File: config.mk
export PLATFORM = sky130hd
export DESIGN_NAME = rtc_dual_bank
export DESIGN_NICKNAME = d
export VERILOG_FILES = /design/src/rtl/rtc_pkg.sv /design/src/rtl/rtc_ctrl.sv /design/src/rtl/rtc_datapath.sv /design/src/rtl/rtc_dual_bank.sv
export SDC_FILE = /design/constraint.sdc
export NUM_CORES = 1
export LEC_CHECK = 0
export ABC_AREA = 1
export BUFFER_PORTS_ARGS = -buffer_cell sky130_fd_sc_hd__buf_2
export CORE_MARGIN = 4
export CORE_UTILIZATION = 58
export DETAILED_ROUTE_END_ITERATION = 8
export GPL_TIMING_DRIVEN = 0
export PLACE_DENSITY = 0.75
export SLEW_MARGIN = 20
export SYNTH_ARGS = -nofsm -noshare
export SYNTH_HDL_FRONTEND = slang
export SYNTH_SLANG_ARGS = --single-unit
File: constraint.sdc
create_clock -name clk -period 2.8 [get_ports clk]
set_input_delay 0.28 -clock clk [delete_from_list [all_inputs] [get_ports clk]]
set_output_delay 0.28 -clock clk [all_outputs]
set_load 0.02 [all_outputs]
File: src/rtl/rtc_pkg.sv
package rtc_pkg;
  localparam int ADDR_W     = 4;
  localparam int DATA_W     = 8;
  localparam int IDX_W      = ADDR_W - 1;
  localparam int NUM_FIELDS = 2 ** IDX_W;

  // field index = low address bits of registers 8h..Fh
  localparam int IDX_CENT  = 0;
  localparam int IDX_SEC   = 1;
  localparam int IDX_MIN   = 2;
  localparam int IDX_HOUR  = 3;
  localparam int IDX_DAY   = 4;
  localparam int IDX_DATE  = 5;
  localparam int IDX_MONTH = 6;
  localparam int IDX_YEAR  = 7;

  typedef logic [NUM_FIELDS-1:0][DATA_W-1:0] rtc_bank_t;

  typedef struct packed {
    logic [NUM_FIELDS-1:0] load;
    logic                  commit;
    logic                  track;
    logic                  advance;
    logic                  rHalt;
    logic                  wHalt;
    logic                  oscStop;
  } rtc_ctl_t;

  function automatic logic [DATA_W-1:0] fieldMask(input int idx);
    case (idx)
      IDX_CENT:  return 8'h3F;
      IDX_SEC:   return 8'h7F;
      IDX_MIN:   return 8'h7F;
      IDX_HOUR:  return 8'h3F;
      IDX_DAY:   return 8'h07;
      IDX_DATE:  return 8'h3F;
      IDX_MONTH: return 8'h1F;
      default:   return 8'hFF;
    endcase
  endfunction

  function automatic logic [7:0] bcdInc(input logic [7:0] v);
    return (v[3:0] == 4'h9) ? {v[7:4] + 4'h1, 4'h0} : v + 8'h01;
  endfunction

  // two-digit BCD divisible by 4: even tens with units 0/4/8, odd tens with units 2/6
  function automatic logic div4Bcd(input logic [7:0] v);
    if (v[4]) return (v[3:0] == 4'h2) || (v[3:0] == 4'h6);
    return (v[3:0] == 4'h0) || (v[3:0] == 4'h4) || (v[3:0] == 4'h8);
  endfunction

  function automatic logic [7:0] lastDate(input logic [7:0] month, input logic leap);
    case (month)
      8'h02:                      return leap ? 8'h29 : 8'h28;
      8'h04, 8'h06, 8'h09, 8'h11: return 8'h30;
      default:                    return 8'h31;
    endcase
  endfunction

  function automatic rtc_bank_t resetBank();
    rtc_bank_t b;
    b = '0;
    b[IDX_DAY]   = 8'h01;
    b[IDX_DATE]  = 8'h01;
    b[IDX_MONTH] = 8'h01;
    return b;
  endfunction
endpackage

File: src/rtl/rtc_ctrl.sv
module rtc_ctrl
  import rtc_pkg::*;
(
  input  logic              clk,
  input  logic              rstN,
  input  logic              secTick,
  input  logic [ADDR_W-1:0] regAddr,
  input  logic              wrEn,
  input  logic [DATA_W-1:0] wrData,
  output rtc_ctl_t          ctl
);
  logic rHalt, wHalt, oscStop;
  logic rHaltNext, wHaltNext, oscNext;
  logic hitCtl, hitSec;
  logic [NUM_FIELDS-1:0] loadVec;

  assign hitCtl = wrEn && (regAddr == ADDR_W'(NUM_FIELDS + IDX_CENT));
  assign hitSec = wrEn && (regAddr == ADDR_W'(NUM_FIELDS + IDX_SEC));

  assign rHaltNext = hitCtl ? wrData[6] : rHalt;
  assign wHaltNext = hitCtl ? wrData[7] : wHalt;
  assign oscNext   = hitSec ? wrData[7] : oscStop;

  // field loads only when the write hold was already in force
  for (genvar i = 0; i < NUM_FIELDS; i++) begin : g_load
    assign loadVec[i] = wrEn && wHalt && regAddr[ADDR_W-1] &&
                        (regAddr[IDX_W-1:0] == IDX_W'(i));
  end

  always_ff @(posedge clk) begin
    if (!rstN) begin
      rHalt   <= 1'b0;
      wHalt   <= 1'b0;
      oscStop <= 1'b1;
    end else begin
      rHalt   <= rHaltNext;
      wHalt   <= wHaltNext;
      oscStop <= oscNext;
    end
  end

  always_comb begin
    ctl.load    = loadVec;
    ctl.commit  = hitCtl && wHalt && !wrData[7];
    ctl.track   = !rHaltNext && !wHaltNext;
    ctl.advance = secTick && !oscStop;
    ctl.rHalt   = rHalt;
    ctl.wHalt   = wHalt;
    ctl.oscStop = oscStop;
  end
endmodule

File: src/rtl/rtc_datapath.sv
module rtc_datapath
  import rtc_pkg::*;
#(
  parameter logic [7:0] CENT_LAST = 8'h39
) (
  input  logic              clk,
  input  logic              rstN,
  input  rtc_ctl_t          ctl,
  input  logic [DATA_W-1:0] wrData,
  output rtc_bank_t         extBank
);
  rtc_bank_t intBank, countNext, extWr, intNext, extNext;
  logic leapNow;

  assign leapNow = (intBank[IDX_YEAR] != 8'h00) ? div4Bcd(intBank[IDX_YEAR])
                                                : div4Bcd(intBank[IDX_CENT]);

  // full carry chain resolved in the strobe cycle
  always_comb begin
    countNext = intBank;
    if (ctl.advance) begin
      if (intBank[IDX_SEC] != 8'h59) countNext[IDX_SEC] = bcdInc(intBank[IDX_SEC]);
      else begin
        countNext[IDX_SEC] = 8'h00;
        if (intBank[IDX_MIN] != 8'h59) countNext[IDX_MIN] = bcdInc(intBank[IDX_MIN]);
        else begin
          countNext[IDX_MIN] = 8'h00;
          if (intBank[IDX_HOUR] != 8'h23) countNext[IDX_HOUR] = bcdInc(intBank[IDX_HOUR]);
          else begin
            countNext[IDX_HOUR] = 8'h00;
            countNext[IDX_DAY]  = (intBank[IDX_DAY] == 8'h07) ? 8'h01 : bcdInc(intBank[IDX_DAY]);
            if (intBank[IDX_DATE] != lastDate(intBank[IDX_MONTH], leapNow))
              countNext[IDX_DATE] = bcdInc(intBank[IDX_DATE]);
            else begin
              countNext[IDX_DATE] = 8'h01;
              if (intBank[IDX_MONTH] != 8'h12) countNext[IDX_MONTH] = bcdInc(intBank[IDX_MONTH]);
              else begin
                countNext[IDX_MONTH] = 8'h01;
                if (intBank[IDX_YEAR] != 8'h99) countNext[IDX_YEAR] = bcdInc(intBank[IDX_YEAR]);
                else begin
                  countNext[IDX_YEAR] = 8'h00;
                  countNext[IDX_CENT] = (intBank[IDX_CENT] == CENT_LAST) ? 8'h00
                                                                          : bcdInc(intBank[IDX_CENT]);
                end
              end
            end
          end
        end
      end
    end
  end

  for (genvar i = 0; i < NUM_FIELDS; i++) begin : g_wr
    assign extWr[i] = ctl.load[i] ? (wrData & fieldMask(i)) : extBank[i];
  end

  assign intNext = ctl.commit ? extWr : countNext;
  assign extNext = ctl.track ? intNext : extWr;

  always_ff @(posedge clk) begin
    if (!rstN) begin
      intBank <= resetBank();
      extBank <= resetBank();
    end else begin
      intBank <= intNext;
      extBank <= extNext;
    end
  end
endmodule

File: src/rtl/rtc_dual_bank.sv
module rtc_dual_bank
  import rtc_pkg::*;
#(
  parameter logic [7:0] CENT_LAST = 8'h39
) (
  input  logic              clk,
  input  logic              rstN,
  input  logic              secTick,
  input  logic [ADDR_W-1:0] regAddr,
  input  logic              wrEn,
  input  logic              rdEn,
  input  logic [DATA_W-1:0] wrData,
  output logic [DATA_W-1:0] rdData
);
  rtc_ctl_t          ctl;
  rtc_bank_t         extBank;
  logic [DATA_W-1:0] readVal;
  logic [IDX_W-1:0]  fieldIdx;

  rtc_ctrl u_ctrl (
    .clk(clk), .rstN(rstN), .secTick(secTick), .regAddr(regAddr),
    .wrEn(wrEn), .wrData(wrData), .ctl(ctl)
  );

  rtc_datapath #(.CENT_LAST(CENT_LAST)) u_dp (
    .clk(clk), .rstN(rstN), .ctl(ctl), .wrData(wrData), .extBank(extBank)
  );

  assign fieldIdx = regAddr[IDX_W-1:0];

  always_comb begin
    readVal = '0;
    if (regAddr[ADDR_W-1]) begin
      readVal = extBank[fieldIdx];
      if (fieldIdx == IDX_W'(IDX_CENT))
        readVal = {ctl.wHalt, ctl.rHalt, extBank[IDX_CENT][5:0]};
      else if (fieldIdx == IDX_W'(IDX_SEC))
        readVal = {ctl.oscStop, extBank[IDX_SEC][6:0]};
    end
  end

  always_ff @(posedge clk) begin
    if (!rstN)     rdData <= '0;
    else if (rdEn) rdData <= readVal;
  end
endmodule

==> key figures <==
Cells and area
  • Final design area excluding fillers: 9640 um2
  • Post-route insts no fill: 1601
  • Post-layout net count: 1448
  • Area growth from synthesis to final layout: 11.5%
  • Fraction of final layout cells with drive strength greater than 1: 0.0889
  • Number of diodes added for antenna fixing: 0

Place
  • Global placement routability congestion: 1.01
  • Placed wire-length estimate after detailed placement: 21.8 mm
  • Number of buffers added on ports: 22
  • Number of cells after detailed placement: 1565
  • Placed Area: 8980 um2

Critical path
  • Critical Path Sink Type: flop
  • Slowest cell on the critical path: sky130_fd_sc_hd__dfxtp_1
  • Buffer and inverter count on the worst path: 2
  • Reg2Reg Depth: 9
  • Data arrival at the endpoint of the critical path: 3.03 ns
  • Critical path fanouts, max: 10
  • Type of origin of the critical path: flop
  • Critical path endpoint: u_dp.extBank[13]$_SDFF_PN0_
  • Cell class contributing the biggest share of worst-path delay: simple AND/OR/NAND/NOR gates
  • Number of stages on the worst setup path: 9
  • Setup slack, reg-to-reg: 0.12 ns
  • Required @ worst endpoint: 3.15 ns
  • Ordered list of cells on the worst path: nand3_1, nor2_1, nand2_1, nor2_4, inv_2, clkbuf_1, o211ai_1, o21ai_0, a21oi_1
  • Critical Path Max Stage Delay: 0.38 ns
  • Worst Path Class, Setup: reg -> reg
  • Critical R2R Capture: u_dp.extBank[13]$_SDFF_PN0_
  • Launch instance of the worst register-to-register path: u_ctrl.wHalt$_SDFF_PN0_
  • Origin of the worst setup path: u_ctrl.wHalt$_SDFF_PN0_

Run
  • Number of max-cap violations: 0

Floorplan
  • Standard-cell rows: 44
  • Ports: 25
  • Die Ht: 130 um
  • Initial Util: 0.592
  • Die ar.: 16900 um2
  • Width of the chip: 130 um
  • Total core area: 14600 um2

STA
  • Highest achievable clock rate: 373 MHz
  • Post-Route Hold Slack: 0.204 ns
  • Min Tclk post-route: 2.68 ns
  • Final period util: 0.957
  • Worst rel slew slack: 0.370
  • Layout Skew: 0.00858 ns
  • Final count of hold timing violations: 0
  • Slew at the pin closest to its max-slew limit: 0.945 ns
  • Number of failing setup endpoints in the final timing report: 0
  • Number of max-slew violations in the final report: 0

Route
  • Top routing layer used: met4
  • Routed vias: 9345
  • Met3 routed WL: 2.83 mm
  • Via count normalized by instance count: 5.84
  • 1st-pass router iterations: 6
  • Metal1 wirelength: 12.7 mm
  • Drt drc: 0
  • WL per Instance: 18.2 um
  • Routed Antenna Nets: 0
  • 1st-iter DRT viols: 963
  • Routed wl met2: 12.5 mm
  • Drt total wl: 29.2 mm

Hold path
  • Worst hold path startpoint: wrData[2]
  • Type of the worst min-delay path: in -> reg

Clocking
  • Number of buffers inserted during clock tree synthesis: 17
  • Clk Tree Root Cell: sky130_fd_sc_hd__clkbuf_16
  • CTS tree: built
  • Deepest level of the CTS H-tree: 4
  • Maximum root-to-sink buffer count: 2
  • Later-pin clock latency in the skew report: 0.43 ns
  • Clock-pin slew on the worst setup and hold paths: 0.06 ns
  • Clock sink total: 137

Synth
  • Sequential fraction of the synthesis area: 0.317
  • Syn Inst Count: 1359
  • Syn. warnings: 0
  • Post-synthesis cell area: 8640 um2
  • Synthesis-stage register bit count: 137
  • Number of different library cells in the post-synthesis netlist: 43
  • Synthesized net count: 1402
  • Mean area per synthesized cell: 6.36 um2

Pwr
  • Switching power summed over all nets: 1140 uW
  • Switching power as a share of total power: 0.245
  • Portion of total power attributed to sequential cells: 0.431
  • Fraction of power consumed by the clock network: 0.497
  • Maximum ir drop on the vdd rail: 392 uV
  • P per Cell Area: 482 nW/um2
  • Combinational power share: 0.072
  • Cell internal pwr: 3510 uW
  • Leakage component of the power: 0.00434 uW

GRT
  • Largest net degree at the start of global routing: 17
  • GR Util All Layers: 0.349
  • First-pass GRT wire length: 45.2 mm
  • Number of global-route vias before repair: 8440
  • Overall overflow remaining after global route: 0
  • Antenna violations before repair: 0

Run status
  • Result of the run: complete, no violations
## through the flow
stage               setup slack [ns]  utilization  power (uW)  setup TNS, ns
finish                         0.122        0.661        4650              0
global route                -0.00815        0.661        4760       -0.00817
CTS                           0.0566        0.658        4640              0
detailed placement            -0.156        0.616        2360          -2.94
global placement              -0.184        0.616        2360          -3.01
floorplan                      0.776            -        2240              0
## repair_timing
action,CTS,global route
hold buffers,0,0
gates resized for setup,1,8
pin swaps,1,3
setup buffers,1,4
endpoints found under the setup margin,40,66
## worst min path at each step
stage,end,cells past startpoint
floorplan,u_ctrl.oscStop$_SDFFE_PN1P_,2
global placement,rdData[2]$_SDFFE_PN0P_,2
detailed placement,rdData[5]$_SDFFE_PN0P_,2
CTS,u_ctrl.oscStop$_SDFFE_PN1P_,3
global route,u_dp.intBank[2]$_SDFF_PN0_,3
finish,u_dp.intBank[2]$_SDFF_PN0_,3
## worst reg2reg max path, stage by stage, from the launching register on
cell and delay (ns):
sky130_fd_sc_hd__dfxtp_1 0.38, sky130_fd_sc_hd__nand3_1 0.11, sky130_fd_sc_hd__nor2_1 0.31, sky130_fd_sc_hd__nand2_1 0.27, sky130_fd_sc_hd__nor2_4 0.30, sky130_fd_sc_hd__inv_2 0.12, sky130_fd_sc_hd__clkbuf_1 0.37, sky130_fd_sc_hd__o211ai_1 0.30
sky130_fd_sc_hd__o21ai_0 0.26, sky130_fd_sc_hd__a21oi_1 0.19
## synthesized netlist by cell type, drive strengths merged
cell,instances,share of area
nand2,270,0.12
inv,225,0.098
o21ai,146,0.085
nor2,141,0.072
dfxtp,137,0.32
nand3,119,0.074
a21oi,118,0.068
clkbuf,36,0.016
ha,26,0.038
o211ai,25,0.022
nor3,22,0.016
buf,17,0.010
nand4,15,0.013
or2,15,0.011
o22ai,7,0.0051
a221oi,5,0.0051
mux2i,5,0.0058
o221ai,5,0.0051
xor2,5,0.0051
a211oi,3,0.0026
nor4,3,0.0022
a211o,2,0.0020
a31oi,2,0.0014
o2111ai,2,0.0020
o311ai,2,0.0020
a41oi,1,0.0010
and2,1,0.00072
clkinv,1,0.00043
o21bai,1,0.00087
o31ai,1,0.00087
xnor2,1,0.0010
## power by group through the flow
stage | combinational, uW | sequential [uW] | clock [uW]
2_1_floorplan | 195 | 2040 | 0
3_3_place_gp | 315 | 2040 | 0
3_5_place_dp | 318 | 2040 | 0
4_1_cts | 321 | 2000 | 2310
5_1_grt | 360 | 2010 | 2400
6_report | 334 | 2000 | 2310
## registers in the layout, indices dropped and copies added (netlist names)
name / count
rdData: 8
u_ctrl.oscStop: 1
u_dp.intBank: 64
u_dp.extBank: 62
u_ctrl.wHalt: 1
u_ctrl.rHalt: 1
## routing by layer
metal,track usage,vias to the layer above
met3,0.0630,81
met5,0,-
met1,0.491,4257
li1,-,4536
met2,0.528,471
met4,0.141,0
## final cells by class
class / instances / area (um2)
Fill cell: 1388 / 4950
Clock buffer: 19 / 453
Multi-Input combinational cell: 943 / 4840
Clock inverter: 12 / 150
Timing Repair Buffer: 27 / 148
Buffer: 53 / 230
Tap cell: 184 / 230
Inverter: 226 / 848
Sequential cell: 137 / 2740
## cell families (layout without fill, tap and decap cells)
family,count (synthesis),in the layout,synth area share
xor+xnor,6,6,0.00608
fa+ha+maj,26,26,0.0376
mux,5,5,0.00579
flops,137,137,0.317
buf+inv,279,337,0.124
simple gates,586,586,0.307
compound gates,320,320,0.203
## placed cells by master, fill, tap and decap left out, types with 3 or more instances in the layout
| cell type | netlist | routed |
|---|---|---|
| sky130_fd_sc_hd__nand4_1 | 14 | 14 |
| sky130_fd_sc_hd__o22ai_1 | 7 | 7 |
| sky130_fd_sc_hd__or2_2 | 11 | 11 |
| sky130_fd_sc_hd__clkinvlp_4 | 0 | 6 |
| sky130_fd_sc_hd__nor3_1 | 19 | 19 |
| sky130_fd_sc_hd__nand3_2 | 4 | 4 |
| sky130_fd_sc_hd__nand2_1 | 266 | 266 |
| sky130_fd_sc_hd__or2_1 | 4 | 4 |
| sky130_fd_sc_hd__buf_2 | 16 | 36 |
| sky130_fd_sc_hd__ha_1 | 26 | 26 |
| sky130_fd_sc_hd__o21ai_0 | 145 | 145 |
| sky130_fd_sc_hd__xor2_1 | 5 | 5 |
| sky130_fd_sc_hd__nor2_4 | 11 | 12 |
| sky130_fd_sc_hd__a221oi_1 | 5 | 5 |
| sky130_fd_sc_hd__inv_2 | 9 | 9 |
| sky130_fd_sc_hd__clkbuf_16 | 0 | 17 |
| sky130_fd_sc_hd__clkbuf_1 | 36 | 34 |
| sky130_fd_sc_hd__clkinv_2 | 0 | 3 |
| sky130_fd_sc_hd__nor4_1 | 3 | 3 |
| sky130_fd_sc_hd__o221ai_1 | 5 | 5 |
| sky130_fd_sc_hd__a21oi_1 | 118 | 118 |
| sky130_fd_sc_hd__inv_1 | 216 | 216 |
| sky130_fd_sc_hd__bufinv_16 | 0 | 3 |
| sky130_fd_sc_hd__buf_4 | 1 | 6 |
| sky130_fd_sc_hd__nand2_2 | 4 | 4 |
| sky130_fd_sc_hd__o211ai_1 | 25 | 25 |
| sky130_fd_sc_hd__nor2_1 | 127 | 126 |
| sky130_fd_sc_hd__nand3_1 | 113 | 113 |
| sky130_fd_sc_hd__dfxtp_1 | 137 | 137 |
| sky130_fd_sc_hd__nor2_2 | 3 | 3 |
| sky130_fd_sc_hd__a211oi_1 | 3 | 3 |
| sky130_fd_sc_hd__mux2i_1 | 5 | 5 |
Note: power is estimated with default switching activity, not from simulation.
